===== src/rtl/hecc_pkg.sv =====
package hecc_pkg;
    localparam int BYTE_W    = 8;
    localparam int BIT_IDX_W = 3;
    localparam int ADDR_W    = 9;
    localparam int POS_W     = ADDR_W + BIT_IDX_W;
    localparam int CODE_W    = 2 * POS_W;

    typedef enum logic [1:0] {
        HK_CLEAN    = 2'd0,
        HK_CODE_HIT = 2'd1,
        HK_DATA_FIX = 2'd2,
        HK_FATAL    = 2'd3
    } hk_kind_e;

    typedef struct packed {
        logic [POS_W-1:0] set_par;
        logic [POS_W-1:0] clr_par;
    } parity_t;

    typedef struct packed {
        hk_kind_e               kind;
        logic [ADDR_W-1:0]      byte_idx;
        logic [BIT_IDX_W-1:0]   bit_idx;
    } verdict_t;

    // Parity contribution of one byte at a given chunk address.
    function automatic parity_t byte_contrib(input logic [ADDR_W-1:0] a,
                                             input logic [BYTE_W-1:0] d);
        parity_t r;
        logic    p;
        logic [BIT_IDX_W-1:0] bi;
        r = '0;
        p = ^d;
        for (int b = 0; b < BYTE_W; b++) begin
            bi = BIT_IDX_W'(b);
            for (int k = 0; k < BIT_IDX_W; k++) begin
                if (bi[k]) r.set_par[k] = r.set_par[k] ^ d[b];
                else       r.clr_par[k] = r.clr_par[k] ^ d[b];
            end
        end
        for (int j = 0; j < ADDR_W; j++) begin
            r.set_par[BIT_IDX_W+j] = a[j] & p;
            r.clr_par[BIT_IDX_W+j] = ~a[j] & p;
        end
        return r;
    endfunction

    function automatic logic [CODE_W-1:0] pack_code(input parity_t pr);
        return ~{pr.set_par, pr.clr_par};
    endfunction
endpackage


===== src/rtl/hecc_lane.sv =====
module hecc_lane
    import hecc_pkg::*;
(
    input  logic              clk,
    input  logic              rst,
    input  logic              start,
    input  logic              clear,
    input  logic              feed,
    input  logic [BYTE_W-1:0] data_byte,
    output parity_t           par
);
    logic              armed;
    logic [ADDR_W-1:0] addr;
    parity_t           contrib;

    always_comb contrib = byte_contrib(addr, data_byte);

    always_ff @(posedge clk) begin
        if (rst) begin
            armed <= 1'b0;
            addr  <= '0;
            par   <= '0;
        end else if (start) begin
            armed <= 1'b1;
            addr  <= '0;
            par   <= '0;
        end else if (clear) begin
            armed <= 1'b0;
            addr  <= '0;
            par   <= '0;
        end else if (feed && armed) begin
            addr  <= addr + 1'b1;
            par   <= parity_t'(par ^ contrib);
        end
    end
endmodule


===== src/rtl/hecc_judge.sv =====
module hecc_judge
    import hecc_pkg::*;
#(
    parameter int CHUNK_BYTES = 512
) (
    input  logic              clk,
    input  logic              rst,
    input  logic              cmp_valid,
    input  logic [CODE_W-1:0] stored_code,
    input  logic [CODE_W-1:0] calc_code,
    output logic              res_valid,
    output verdict_t          verdict,
    output logic              fatal
);
    logic [CODE_W-1:0] diff;
    logic [POS_W-1:0]  fold;
    verdict_t          v_next;

    always_comb begin
        diff            = stored_code ^ calc_code;
        fold            = diff[CODE_W-1:POS_W] ^ diff[POS_W-1:0];
        v_next.byte_idx = diff[CODE_W-1:CODE_W-ADDR_W];
        v_next.bit_idx  = diff[POS_W+BIT_IDX_W-1:POS_W];
        if (diff == '0)
            v_next.kind = HK_CLEAN;
        else if (fold == {POS_W{1'b1}})
            v_next.kind = (int'(v_next.byte_idx) < CHUNK_BYTES) ? HK_DATA_FIX : HK_FATAL;
        else if ((diff & (diff - 1'b1)) == '0)
            v_next.kind = HK_CODE_HIT;
        else
            v_next.kind = HK_FATAL;
    end

    always_ff @(posedge clk) begin
        if (rst) begin
            res_valid <= 1'b0;
            verdict   <= '0;
            fatal     <= 1'b0;
        end else begin
            res_valid <= cmp_valid;
            if (cmp_valid) verdict <= v_next;
            fatal     <= cmp_valid && (v_next.kind == HK_FATAL);
        end
    end
endmodule


===== src/rtl/hecc_engine.sv =====
module hecc_engine
    import hecc_pkg::*;
#(
    parameter int NUM_CS      = 4,
    parameter int CHUNK_BYTES = 512,
    localparam int CS_W       = (NUM_CS > 1) ? $clog2(NUM_CS) : 1
) (
    input  logic              clk,
    input  logic              rst,
    input  logic [CS_W-1:0]   cs_idx,
    input  logic [NUM_CS-1:0] start,
    input  logic              data_valid,
    input  logic [7:0]        data_byte,
    input  logic              rd_en,
    output logic              code_valid,
    output logic [23:0]       code_out,
    input  logic              cmp_valid,
    input  logic [23:0]       stored_code,
    input  logic [23:0]       calc_code,
    output logic              res_valid,
    output logic [1:0]        res_kind,
    output logic [8:0]        err_byte,
    output logic [2:0]        err_bit,
    output logic              uncorrectable
);
    parity_t  lane_par [NUM_CS];
    verdict_t verdict;

    for (genvar g = 0; g < NUM_CS; g++) begin : g_lane
        logic hit;
        assign hit = (int'(cs_idx) == g);
        hecc_lane u_lane (
            .clk       (clk),
            .rst       (rst),
            .start     (start[g]),
            .clear     (rd_en && hit),
            .feed      (data_valid && hit),
            .data_byte (data_byte),
            .par       (lane_par[g])
        );
    end

    always_ff @(posedge clk) begin
        if (rst) begin
            code_valid <= 1'b0;
            code_out   <= '0;
        end else begin
            code_valid <= rd_en;
            if (rd_en) code_out <= pack_code(lane_par[cs_idx]);
        end
    end

    hecc_judge #(.CHUNK_BYTES(CHUNK_BYTES)) u_judge (
        .clk         (clk),
        .rst         (rst),
        .cmp_valid   (cmp_valid),
        .stored_code (stored_code),
        .calc_code   (calc_code),
        .res_valid   (res_valid),
        .verdict     (verdict),
        .fatal       (uncorrectable)
    );

    assign res_kind = verdict.kind;
    assign err_byte = verdict.byte_idx;
    assign err_bit  = verdict.bit_idx;
endmodule


===== config.mk =====
export PLATFORM = sky130hd
export DESIGN_NAME = hecc_engine
export DESIGN_NICKNAME = d
export VERILOG_FILES = /design/src/rtl/hecc_pkg.sv /design/src/rtl/hecc_lane.sv /design/src/rtl/hecc_judge.sv /design/src/rtl/hecc_engine.sv
export SDC_FILE = /design/constraint.sdc
export NUM_CORES = 1
export LEC_CHECK = 0
export ABC_AREA = 1
export BUFFER_PORTS_ARGS = -buffer_cell sky130_fd_sc_hd__clkbuf_2
export CAP_MARGIN = 20
export CORE_MARGIN = 4
export CORE_UTILIZATION = 59
export CTS_CLUSTER_DIAMETER = 40
export CTS_CLUSTER_SIZE = 25
export DETAILED_ROUTE_END_ITERATION = 6
export PLACE_DENSITY = 0.91
export SYNTH_ARGS = -nofsm -noshare
export SYNTH_HDL_FRONTEND = slang
export SYNTH_SLANG_ARGS = --single-unit

===== constraint.sdc =====
create_clock -name clk -period 1.9 [get_ports clk]
set_input_delay 0.285 -clock clk [delete_from_list [all_inputs] [get_ports clk]]
set_output_delay 0.285 -clock clk [all_outputs]
set_load 0.005 [all_outputs]

# Word level (Yosys, flattened, before mapping)
# Cells that the tools add are included.
[classes] n_addsub=5 magnitude_cmp=1 eq_ne=5 muxes=14 bitwise=134 n_reduce_logical=25
[op_table] op="XOR 24 bit" count=5
[op_table] op="bitwise AND 1 bit" count=72
[op_table] op="binary-select mux 24 bit (select 2 bit)" count=1
[op_table] op="zero test 24 bit" count=2
[op_table] op="two-way mux 24 bit" count=2
[op_table] op="adder 9 x 1 -> 9 bit (second input constant)" count=4
[op_table] op="inverter 1 bit" count=36
[op_table] op="bitwise AND 24 bit" count=1
[op_table] op="inverter 24 bit" count=1
[op_table] op="subtractor 24 x 1 -> 24 bit (second input constant)" count=1
[op_table] op="XOR 1 bit" count=17
[op_table] op="logical AND 1 bit" count=13
[op_table] op="== test 12 bit (second input constant)" count=1
[op_table] op="OR reduction 3 bit" count=4
[op_table] op="XOR 12 bit" count=1
[op_table] op="two-way mux 1 bit" count=8
[op_table] op="nonzero test 2 bit" count=4
[op_table] op="parity 8 bit" count=1
[op_table] op="== test 2 bit (second input constant)" count=3
[op_table] op="two-way mux 2 bit" count=3
[op_table] op=">= comparator 3 bit (second input constant)" count=1
[op_table] op="inverter 2 -> 3 bit" count=1
[op_table] op="== test 2 x 1 -> 1 bit (second input constant)" count=1
[op_table] op="zero test 2 bit" count=1
[word_totals] regBits=177 input_bits=67 out_inout_bits=41

# Logic depth before layout (Yosys ltp)
[logic_depth] ltp_word=9 mapped_depth=14 depth_no_buf=14

# Modules after synthesis
# From an unflattened synthesis, not the netlist that was laid out.
[unflattened] cells_unflattened=1855 area_unflattened_um2=11662.4
[by_module_without_submodules] mod="hecc_lane" instances=4 cells_per_inst=296 area_each_um2=1974.4 seq_area_each_um2=680.7
[by_module_without_submodules] mod="hecc_judge" instances=1 cells_per_inst=365 area_each_um2=1894.3 seq_area_each_um2=320.3
[by_module_without_submodules] mod="hecc_engine" instances=1 cells_per_inst=306 area_each_um2=1870.5 seq_area_each_um2=500.5

# Least setup slack after synthesis
# OpenSTA, ideal clock, no wires.
[synth_timing] path_kind="input -> register" start="in data_byte[5]" end="reg g_lane[3].u_lane.par[22] in the netlist's numbering" setup_ns=0.133 t_arrival_ns=1.620 t_required_ns=1.767 path_slack_ns=0.147 stages=10 n_path_buf=1 cell_sequence="xnor2_1 > nor2_1 > nor2_2 > nand2_2 > nand2_4 > inv_6 > nand2_8 > buf_12 > o21ai_1 > nor3b_2"
[synth_via] elab_chain_len=3
[synth_rtl] element="start: declaration" line="hecc_engine.sv:13" source="input logic [7:0] data_byte,"
[synth_rtl] element="parity 8 bit" line="hecc_pkg.sv:33" source="p = ^d;"
[synth_rtl] element="bitwise AND 1 bit" line="hecc_pkg.sv:42" source="r.set_par[BIT_IDX_W+j] = a[j] & p;"
[synth_rtl] element="XOR 24 bit" line="hecc_lane.sv:33" source="par <= parity_t'(par ^ contrib);"
[synth_rtl] element="end signal: assignment" line="hecc_lane.sv:33"
[synth_rtl] element="end: declaration" line="hecc_lane.sv:10" source="output parity_t par"
# Every way passes these cells.
# A chain may end at the register's enable or synchronous reset.

# Final worst setup path
[layout_timing] start="reg g_lane[3].u_lane.addr[0]" end="reg g_lane[3].u_lane.addr[7]"
[layout_via] elab_chain_len=1
[layout_rtl] element="start: declaration" line="hecc_lane.sv:13" source="logic [ADDR_W-1:0] addr;"
[layout_rtl] element="start signal: assignment" line="hecc_lane.sv:32" source="addr <= addr + 1'b1;"
[layout_rtl] element="adder 9 x 1 -> 9 bit" line="hecc_lane.sv:32"
# Every way passes these cells.

==> results.sh <==
export IMPL_holdPathStages=3
export IMPL_nets=1531
export IMPL_start_util=0.607
export IMPL_routedWlPerCell_um=15.1
export IMPL_worstPathRequired_ns=2.24
export IMPL_cts_tree="built"
export IMPL_startpoint_type="flop"
export IMPL_clkLatencyLatePin_ns=0.43
export IMPL_drt_iter0_markers=926
export IMPL_drt_wl_total_um=25400
export IMPL_setup_viol=0
export IMPL_synthFlopType="dfxtp_1"
export IMPL_slew_headroom=0.453
export IMPL_synth_edff_count=0
export IMPL_crit_arrival_ns=2.02
export IMPL_cp_depth=7
export IMPL_synth_warnings=0
export IMPL_clkTransAtPathRegs_ns=0.07
export IMPL_power_internal_mw=6.15
export IMPL_reg2reg_depth=7
export IMPL_skew_ns=0.0106
export IMPL_slew_violations=0
export IMPL_drt_pass1_iterations=6
export IMPL_ant_nets=0
export IMPL_rsz0062_at_grt="no"
export IMPL_die_area_um2=17900
export IMPL_antenna_found_initial=0
export IMPL_crit_path_end_kind="flop"
export IMPL_gr_total_overflow=0
export IMPL_path_buf_inv=1
export IMPL_layout_drive_gt1_share=0.174
export IMPL_coreArea_um2=15400
export IMPL_p_sw_mw=2.32
export IMPL_placementRows=45
export IMPL_finalHoldViolations=0
export IMPL_hpwlAfterDp_um=18900
export IMPL_synth_cells=1333
export IMPL_seqPwrFrac=0.454
export IMPL_period_share=0.881
export IMPL_root_buffer="clkbuf_16"
export IMPL_cts_setup_buffers=0
export IMPL_crit_chain="inv_1 -> nor3_1 -> nand2_1 -> nor2_1 -> nand3_1 -> o21ai_0 -> nor3b_1"
export IMPL_min_period_ns=1.67
export IMPL_grt_use_total=0.281
export IMPL_tightestPinTransition_ns=0.815
export IMPL_grt_pass1_wl_um=41300
export IMPL_grt_pass1_vias=8532
export IMPL_ir_drop_mv=0.779
export IMPL_num_io_pins=108
export IMPL_switching_share=0.274
export IMPL_max_cap_violations=0
export IMPL_areaGrowthSynthToFinish_pct=15.9
export IMPL_syn_area_per_cell_um2=7.00
export IMPL_fin_tns_setup_ns=0
export IMPL_worstSetupPathType="reg -> reg"
export IMPL_cts_buffers=17
export IMPL_syn_cell_area_um2=9330
export IMPL_ctsLongestPathBuffers=2
export IMPL_critical_path_top_delay_family="simple AND/OR/NAND/NOR gates"
export IMPL_max_freq_mhz=597
export IMPL_clock_sinks=177
export IMPL_fillers=1201
export IMPL_globalplace_congestion=0.923
export IMPL_p_comb_frac=0.141
export IMPL_design_area_um2=10800
export IMPL_critical_path_max_fanout=5
export IMPL_post_route_drc_count=0
export IMPL_syn_nets=1404
export IMPL_fp_dieH_um=134
export IMPL_critPathSlowestCell="dfxtp_1"
export IMPL_netlist_cell_type_count=52
export IMPL_vias=9346
export IMPL_h_tree_depth=4
export IMPL_leakage_nw=4.61
export IMPL_holdCritPathClass="in -> reg"
export IMPL_ys_async_sr_fraction=0
export IMPL_clkPwrFrac=0.405
export IMPL_antenna_cells=0
export IMPL_postPlaceCellArea_um2=10200
export IMPL_status="completed"
export IMPL_die_w_um=134
export IMPL_power_density_nw_per_um2=783
export IMPL_grt_max_degree=48
export IMPL_viasPerCell=5.55
export IMPL_portBuffers=107
export IMPL_ys_ff_latch=177
export IMPL_slowest_delay_ns=0.40
export IMPL_synth_seq_area_share=0.380
path summary, 6_finish.rpt:
| path | startpoint | to | slack (ns) |
|---|---|---|---|
| setup / recovery | g_lane[3].u_lane.addr[0]$_SDFFE_PP0P_ | g_lane[3].u_lane.addr[7]$_SDFFE_PP0P_ | 0.23 |
| hold / removal | start[3] | g_lane[3].u_lane.armed$_SDFFE_PP0P_ | 0.1 |
| setup reg to reg | g_lane[3].u_lane.addr[0]$_SDFFE_PP0P_ | g_lane[3].u_lane.addr[7]$_SDFFE_PP0P_ | 0.23 |
| hold reg to reg | g_lane[0].u_lane.par[2]$_SDFFE_PP0P_ | g_lane[0].u_lane.par[2]$_SDFFE_PP0P_ | 0.45 |
power by group through the flow:
stage | sequential, mW | combinational (mW) | clock, mW
2_1_floorplan | 3.92 | 0.695 | 0
3_3_place_gp | 3.92 | 1.13 | 0
3_5_place_dp | 3.93 | 1.16 | 0
4_1_cts | 3.84 | 1.17 | 3.45
5_1_grt | 3.85 | 1.31 | 3.61
6_report | 3.85 | 1.19 | 3.43
through the flow:
stage	hold WS [ns]	instances	util	power [mW]	setup slack (ns)
after floorplan	0.419	1333	-	4.62	0.147
after global placement	0.437	1652	0.666	5.06	0.0119
after detailed placement	0.441	1652	0.666	5.09	-0.0891
after CTS	0.0866	1684	0.704	8.46	0.208
after global routing	0.0986	1684	0.704	8.78	0.0299
final	0.0981	1684	0.704	8.47	0.226
layout by cell type, fill, tap and decap left out, types with 22 or more instances in the layout:
master / synthesis / final
nand2_1: 314 / 314
dfxtp_1: 177 / 177
inv_1: 169 / 169
nor2_1: 128 / 128
clkbuf_2: 1 / 107
a21oi_1: 97 / 97
o21ai_0: 73 / 73
nand3_1: 55 / 55
nor3_1: 49 / 48
buf_4: 1 / 44
o22ai_1: 36 / 36
o21ai_1: 22 / 22
metal layers:
layer | routed length, um | vias to the layer above | share of wire | GRT usage
met4 | 534 | 0 | 0.021 | 0.0789
met5 | 0 | - | 0 | 0
met1 | 10600 | 4244 | 0.42 | 0.385
li1 | - | 4621 | - | -
met3 | 2360 | 50 | 0.093 | 0.0555
met2 | 11800 | 431 | 0.47 | 0.453
cells by family (layout without fill, tap and decap cells):
kind of cell             Yosys count  after routing  synth area share
AND/OR/NAND/NOR                  628            628             0.319
AO/OA/AOI/OAI                    285            285             0.178
buffers and inverters            221            361            0.0977
flip-flops                       177            177             0.380
XOR/XNOR                          18             18            0.0201
adder cells (fa/ha/maj)            4              4           0.00536
registers in the layout, summed over array words and instances, names as in the netlist:
register             cells
g_lane.u_lane.par       96
g_lane.u_lane.addr      36
code_out                24
u_judge.verdict         14
g_lane.u_lane.armed      4
code_valid               1
u_judge.fatal            1
u_judge.res_valid        1
synth_stat cells (2+ instances only):
master	instances	share of area
ha_1	4	0.0054
nand2_8	2	0.0043
nor3_1	49	0.026
xnor2_2	2	0.0035
o21ai_0	73	0.039
inv_2	4	0.0016
clkinv_1	2	0.00080
nor3_2	9	0.0097
nor2_1	128	0.051
a211oi_1	2	0.0016
buf_1	2	0.00080
xnor2_1	7	0.0066
nand4_1	7	0.0047
a21oi_1	97	0.052
nor2_2	3	0.0020
o21bai_1	14	0.011
buf_2	5	0.0027
buf_6	2	0.0024
nand2_1	314	0.13
dfxtp_1	177	0.38
and3_2	3	0.0024
nand3_2	2	0.0021
a221oi_1	12	0.011
xor2_2	2	0.0035
inv_1	169	0.068
nor2_4	19	0.023
nor4_1	2	0.0013
clkbuf_1	30	0.012
buf_12	3	0.0064
a31oi_1	2	0.0013
xor2_1	7	0.0066
nand3_1	55	0.029
o22ai_1	36	0.024
nor3b_2	11	0.015
and3_1	3	0.0020
nor3b_1	14	0.011
o211ai_1	13	0.010
o21a_1	3	0.0024
o21bai_2	10	0.012
o21ai_1	22	0.012
area by class of cell:
cell class	instances	area, um^2	area share
multi-input cells	935	4880	0.451
flip-flops and latches	177	3540	0.328
repair buffers	152	886	0.0819
inverters	177	672	0.0621
clock buffers	19	433	0.0400
well taps	211	264	0.0244
clock inverters	13	140	0.0130
worst reg2reg max path, stage by stage, from the launching register on:
cell     delay (ns)
dfxtp_1        0.40
inv_1          0.12
nor3_1         0.29
nand2_1        0.08
nor2_1         0.19
nand3_1        0.15
o21ai_0        0.16
nor3b_1        0.20
what timing repair did:
action	CTS	global route
hold buffers	0	0
resized for setup	0	1
endpoints found under the setup margin	0	1
hold endpoints to repair	0	0
Note: power is estimated with default switching activity, not from simulation.
